**src/rtl/hamcw_pkg.sv**
```systemverilog
package hamcw_pkg;
  // Kind of correction chosen for a syndrome
  typedef enum logic [0:0] {
    FIX_SINGLE = 1'b0,   // syndrome points at a free data position
    FIX_PAIR   = 1'b1    // syndrome points into the reserved top field
  } fix_kind_e;
endpackage

```
**src/rtl/hamcw_rst_sync.sv**
```systemverilog
module hamcw_rst_sync (
  input  logic clk,
  input  logic rst_n,
  output logic rst_sync_n
);
  logic [1:0] sync_q;
  logic [1:0] sync_d;

  always_comb begin
    sync_d = {sync_q[0], 1'b1};
  end

  always_ff @(posedge clk or negedge rst_n) begin
    if (!rst_n) sync_q <= '0;
    else        sync_q <= sync_d;
  end

  assign rst_sync_n = sync_q[1];
endmodule

```
**src/rtl/hamcw_syndrome.sv**
```systemverilog
module hamcw_syndrome #(
  parameter int unsigned W     = 256,
  parameter int unsigned IDX_W = $clog2(W)
) (
  input  logic [W-1:0]     word_i,
  output logic [IDX_W-1:0] syn_o,
  output logic             par_o
);
  // One XOR tree per index bit: bit b of the syndrome collects every
  // word position whose index has bit b set.
  for (genvar b = 0; b < IDX_W; b++) begin : g_synbit
    logic acc;
    always_comb begin
      acc = 1'b0;
      for (int i = 0; i < W; i++) begin
        if (((i >> b) & 1) == 1) acc = acc ^ word_i[i];
      end
    end
    assign syn_o[b] = acc;
  end

  assign par_o = ^word_i;
endmodule

```
**src/rtl/hamcw_fixup.sv**
```systemverilog
module hamcw_fixup
  import hamcw_pkg::*;
#(
  parameter int unsigned W     = 256,
  parameter int unsigned RSV   = 4,
  parameter int unsigned IDX_W = $clog2(W)
) (
  input  logic [W-1:0]     word_i,
  input  logic [IDX_W-1:0] syn_i,
  input  logic             par_i,
  output logic [W-1:0]     code_o
);
  localparam logic [IDX_W-1:0] LIMIT   = IDX_W'(W - RSV);
  localparam logic [IDX_W-1:0] RSV_IDX = IDX_W'(RSV);

  fix_kind_e        kind;
  logic             par_adj;
  logic [IDX_W-1:0] alt_idx;

  always_comb begin
    kind    = (syn_i < LIMIT) ? FIX_SINGLE : FIX_PAIR;
    alt_idx = syn_i - RSV_IDX;
    code_o  = word_i;
    par_adj = par_i;
    if (kind == FIX_SINGLE) begin
      code_o[syn_i] = ~code_o[syn_i];
      par_adj       = ~par_adj;
    end else begin
      code_o[alt_idx] = ~code_o[alt_idx];
      code_o[RSV_IDX] = ~code_o[RSV_IDX];
    end
    code_o[0] = code_o[0] ^ par_adj;
  end
endmodule

```
**src/rtl/hamcw_encoder.sv**
```systemverilog
module hamcw_encoder #(
  parameter int unsigned W     = 256,
  parameter int unsigned RSV   = 4,
  parameter int unsigned IDX_W = $clog2(W)
) (
  input  logic         clk,
  input  logic         rst_n,
  input  logic         start_i,
  input  logic         minimal_i,
  input  logic [W-1:0] data_i,
  output logic [W-1:0] code_o,
  output logic         done_o
);
  localparam logic [W-1:0] TOP_MASK = {{RSV{1'b1}}, {(W-RSV){1'b0}}};

  logic rst_int_n;

  hamcw_rst_sync u_rst_sync (
    .clk        (clk),
    .rst_n      (rst_n),
    .rst_sync_n (rst_int_n)
  );

  // Stage A: capture prepared word
  logic         a_vld_q, a_vld_d;
  logic [W-1:0] a_word_q, a_word_d;
  logic         a_en;

  always_comb begin
    a_vld_d  = start_i;
    a_en     = start_i;
    a_word_d = minimal_i ? (data_i | TOP_MASK) : data_i;
  end

  always_ff @(posedge clk or negedge rst_int_n) begin
    if (!rst_int_n) begin
      a_vld_q  <= 1'b0;
      a_word_q <= '0;
    end else begin
      a_vld_q <= a_vld_d;
      if (a_en) a_word_q <= a_word_d;
    end
  end

  // Syndrome and correction
  logic [IDX_W-1:0] syn;
  logic             par;
  logic [W-1:0]     fixed;

  hamcw_syndrome #(.W(W), .IDX_W(IDX_W)) u_syndrome (
    .word_i (a_word_q),
    .syn_o  (syn),
    .par_o  (par)
  );

  hamcw_fixup #(.W(W), .RSV(RSV), .IDX_W(IDX_W)) u_fixup (
    .word_i (a_word_q),
    .syn_i  (syn),
    .par_i  (par),
    .code_o (fixed)
  );

  // Stage B: output register
  logic         b_en;
  logic         done_d, done_q;
  logic [W-1:0] code_d, code_q;

  always_comb begin
    b_en   = a_vld_q;
    done_d = a_vld_q;
    code_d = fixed;
  end

  always_ff @(posedge clk or negedge rst_int_n) begin
    if (!rst_int_n) begin
      done_q <= 1'b0;
      code_q <= '0;
    end else begin
      done_q <= done_d;
      if (b_en) code_q <= code_d;
    end
  end

  assign code_o = code_q;
  assign done_o = done_q;

  // Assertions
  logic [IDX_W-1:0] chk_syn;
  always_comb begin
    chk_syn = '0;
    for (int i = 0; i < W; i++) begin
      if (code_q[i]) chk_syn = chk_syn ^ IDX_W'(i);
    end
  end

  AST_DONE_FROM_START: assert property (@(posedge clk) disable iff (!rst_n)
    done_o |-> $past(start_i, 2));
  AST_OUT_HOLDS: assert property (@(posedge clk) disable iff (!rst_n)
    !done_o |-> $stable(code_o));
  AST_SYNDROME_ZERO: assert property (@(posedge clk) disable iff (!rst_n)
    done_o |-> (chk_syn == '0));
  AST_EVEN_WEIGHT: assert property (@(posedge clk) disable iff (!rst_n)
    done_o |-> !(^code_o));
  AST_TOP_KEPT: assert property (@(posedge clk) disable iff (!rst_n)
    done_o |-> (code_o[W-1:W-RSV] == $past(a_word_q[W-1:W-RSV])));
  AST_FEW_FLIPS: assert property (@(posedge clk) disable iff (!rst_n)
    done_o |-> ($countones(code_o ^ $past(a_word_q)) <= 3));
endmodule

```
**config.mk**
```make
export PLATFORM = sky130hd
export DESIGN_NAME = hamcw_encoder
export DESIGN_NICKNAME = d
export VERILOG_FILES = /design/src/rtl/hamcw_pkg.sv /design/src/rtl/hamcw_rst_sync.sv /design/src/rtl/hamcw_syndrome.sv /design/src/rtl/hamcw_fixup.sv /design/src/rtl/hamcw_encoder.sv
export SDC_FILE = /design/constraint.sdc
export NUM_CORES = 2
export LEC_CHECK = 0
export ABC_AREA = 1
export CELL_PAD_IN_SITES_DETAIL_PLACEMENT = 1
export CELL_PAD_IN_SITES_GLOBAL_PLACEMENT = 2
export CORE_ASPECT_RATIO = 1.25
export CORE_MARGIN = 5
export CORE_UTILIZATION = 33
export CTS_CLUSTER_DIAMETER = 80
export CTS_CLUSTER_SIZE = 16
export DETAILED_ROUTE_END_ITERATION = 8
export GPL_ROUTABILITY_DRIVEN = 0
export MAX_ROUTING_LAYER = met4
export PLACE_DENSITY = 0.85
export SYNTH_ARGS = -nofsm -noshare
export SYNTH_HDL_FRONTEND = slang
export SYNTH_HIERARCHICAL = 1
export SYNTH_SLANG_ARGS = --single-unit
```
**constraint.sdc**
```tcl
create_clock -name clk -period 41.6 [get_ports clk]
set_clock_uncertainty 0.15 [all_clocks]
set_input_delay 8.32 -clock clk [delete_from_list [all_inputs] [get_ports clk]]
set_output_delay 8.32 -clock clk [all_outputs]
set_load 0.01 [all_outputs]
```
### Word-level counts from Yosys, hierarchy flattened

Cells that the tools add are included.

| cells by class | value |
|---|---|
| mux-type cells | 13 |
| $lt $le $gt $ge | 5 |
| bitwise gates (word level) | 1021 |
| reductions and logical operators | 3 |
| $add $sub $neg | 1 |

Operators by type and width:

| cell | count |
|---|---|
| $xor 1x1->1 | 1017 |
| $bwmux 256 | 2 |
| $mux 256 | 2 |
| $reduce_xor 256->1 | 1 |
| $lt 8x9->1 const B | 2 |
| $bmux 1 s8 | 2 |
| $demux 1 s8 | 2 |
| $ge 8x1->1 const B | 2 |
| $lt 8x8->1 const B | 1 |
| $sub 8x3->8 const B | 1 |
| $mux 1 | 5 |
| $not 1->1 | 4 |
| $logic_and 1x1->1 | 2 |

| word-level totals | value |
|---|---|
| output and inout port bits | 257 |
| flip-flop bits (word level) | 516 |
| input bits | 260 |
| word-level logic and storage cells | 1048 |

### Logic depth before layout (Yosys ltp)

| logic depth | value |
|---|---|
| depth in word-level cells | 136 |
| depth in mapped cells | 46 |
| gate-level depth less buffers | 42 |

### By module

The synthesis kept the hierarchy.

Modules (own cells, without submodules):

| module | times used | cells each | sequential area each (µm²) | area each (µm²) |
|---|---|---|---|---|
| hamcw_encoder | 1 | 2165 | 12862.3 | 20342.0 |
| hamcw_fixup | 1 | 2100 | 0.0 | 8785.9 |
| hamcw_syndrome | 1 | 1442 | 0.0 | 8309.2 |
| hamcw_rst_sync | 1 | 3 | 50.0 | 53.8 |

### Least setup slack after synthesis

Ideal clock, no wire load.

| timing path | value |
|---|---|
| path type | input-to-reg |
| start | in start_i |
| end | reg a_word_q[182] |
| data arrival time | 8.994 ns |
| buffers on the path | 3 |
| path slack | 32.390 ns |
| cell stages on the path | 5 |
| required time | 41.384 ns |
| setup time | 0.066 ns |
| cell sequence | buf_2 buf_2 buf_1 nand2_1 nand2_1 |

RTL lines:

| item | RTL line | text |
|---|---|---|
| start: declaration | hamcw_encoder.sv:8 | `input logic start_i,` |
| end signal: assignment | hamcw_encoder.sv:41 | `if (a_en) a_word_q <= a_word_d;` |
| end: declaration | hamcw_encoder.sv:26 | `logic [W-1:0] a_word_q, a_word_d;` |

==> results.json <==
{
  "io_buffer_count": 516,
  "synth-edff-count": 0,
  "wl_per_cell_um": 23.3,
  "avgSynthCellArea_sq_um": 6.57,
  "hold_violations": 0,
  "crit_type": "primary input to flop",
  "ys_types": 35,
  "die_area_sq_um": 120000,
  "die_h_um": 387,
  "reg2reg_from": "a_word_q[199]",
  "vias_per_cell": 5.04,
  "antenna_found_initial": 18,
  "yosys.area.top_type": "dfrtp_1",
  "row_count": 138,
  "track_usage_pct": 29.1,
  "postCtsSetupBuffers": 0,
  "final_common_cell": "nand2_1",
  "cts_buffers": 45,
  "overflow": 0,
  "layout_common_cells": "nand2_1, inv_1, clkdlybuf4s50_1, dfrtp_1, nor2_1",
  "fin_nets": 6353,
  "dr.pass1.iters": 8,
  "reg2reg_slack_ns": 33.29,
  "clock-root-buffer": "clkbuf_16",
  "route.detailed.drc": 0,
  "hold_class": "flop to asynchronous set/reset pin",
  "worst_pin_slew_ns": 1.26,
  "grt_pass1_wl_um": 258000,
  "coreArea_sq_um": 113000,
  "yosys-top-cells-area": "dfrtp_1, nand2_1, inv_1",
  "io-pin-count": 517,
  "die_x_um": 311,
  "slew_violations": 0,
  "drive_gt1_share_pct": 7.31,
  "setup_viol": 0,
  "final_cell_area_sq_um": 45100,
  "start_kind": "primary input",
  "relSlewSlack_pct": 15.8,
  "crit_arrival_ns": 10.56,
  "clkTransAtPathRegs_ns": 0.08,
  "placed_area_sq_um": 43800,
  "ys_seq_area_share_pct": 34.4,
  "grt_max_degree": 157,
  "syn_nets": 5976,
  "cap_violations": 0,
  "cts_tree": "yes",
  "yosys_register_bits": 516,
  "cts_buffer_depth": 3,
  "postCtsHoldBufs": 0,
  "start_util_pct": 33.1,
  "setup_tns_ns": 0,
  "synth_flop_cell": "dfrtp_1",
  "grt_pass1_vias": 38600,
  "finalCritPeriodShare_pct": 24.4,
  "syn2layout_area_growth_pct": 20.4,
  "outcome": "finished clean",
  "cp.required_ns": 42.01,
  "synth_top_area_share_pct": 34.4,
  "cts_resized": 0,
  "drt_iter0_markers": 2381,
  "max_freq_mhz": 98.5,
  "clock_latency_ns": 0.63,
  "netlist_area_sq_um": 37500,
  "dp_hpwl_um": 131000,
  "async_reset_ff_share_pct": 100,
  "ys_warn_count": 6,
  "htree_num_levels": 2,
  "cp_max_fo": 109,
  "vias": 38300,
  "crit_path_end_kind": "flop",
  "rsz0062_at_grt": "false",
  "startpoint": "start_i",
  "postRouteAntennaNets": 0,
  "cts.sinks": 516,
  "fin_crit_ns": 10.15,
  "finalWirelength_um": 177000,
  "synth_cells": 5710
}
-- path summary, 6_finish.rpt --
path	to	cells after the start
worst max-delay path	a_word_q[224]	5
worst min-delay path	code_o[127]	0
worst max register to register	code_o[236]	31
worst min register to register	code_o[127]	0
max in group asynchronous	u_rst_sync/sync_q[1]	1
min in group clk	u_rst_sync/sync_q[1]	0
-- critical path, stage by stage --
cell and delay, ns:
clkbuf_8 0.24, inv_6 0.71, buf_4 0.84, nand2_1 0.14, nand2_1 0.11
-- state kept, by name, indices dropped and copies added (netlist names) --
register	cells
a_word_q	256
code_o	256
u_rst_sync/sync_q	2
a_vld_q	1
done_o	1
-- cell families after synthesis --
logic type      share of synthesized area, %
simple gates                            35.0
buf+inv                                 9.94
compound gates                          9.16
flops                                   34.4
xor+xnor                                11.2
fa+ha+maj                              0.200
other cells                           0.0100
-- cell type report --
class | count | area, sq um
fill | 14400 | 68000
inverter | 623 | 2340
sequential | 516 | 12900
timing repair buffer | 584 | 5720
antenna | 13 | 32.5
tap | 1470 | 1840
multi-input combinational | 4317 | 21000
clock buffer | 46 | 1130
clock inverter | 14 | 179
-- per-layer routing --
metal	track usage (%)	share of wire [%]	wire (um)
met1	35.6	42	74000
met2	50.0	49	87200
met3	3.29	4.9	8700
met4	10.1	3.9	6970
met5	-	0	0
-- synthesized netlist by cell type (12+ instances only) --
cell type  number
nand2_2       106
nand3_1       313
o21a_1         28
buf_2          96
nor2_1        397
o21ai_0       287
nand2_1      2449
buf_6          12
nand3b_1       16
inv_2          17
o21ai_1       169
clkbuf_1      103
dfrtp_1       516
xnor2_2        51
inv_1         602
xnor2_1       233
o21ai_2       100
nand4_1        12
buf_1          13
xor2_1        120
-- metrics by stage --
stage | hold slack [ns] | setup slack [ns] | util (%) | cells
after floorplan | 0.181 | 26.00 | - | 5710
after detailed placement | 0.161 | 30.86 | 38.7 | 7510
after CTS | 0.170 | 31.49 | 39.9 | 7570
final | 0.144 | 31.45 | 39.9 | 7583
after global placement | 0.156 | 30.90 | 38.7 | 7510
after global routing | 0.185 | 31.34 | 39.9 | 7583
Power is left out: the tool's default activity adds up to more than one toggle a clock period on the data nets, which glitch-free logic cannot reach.
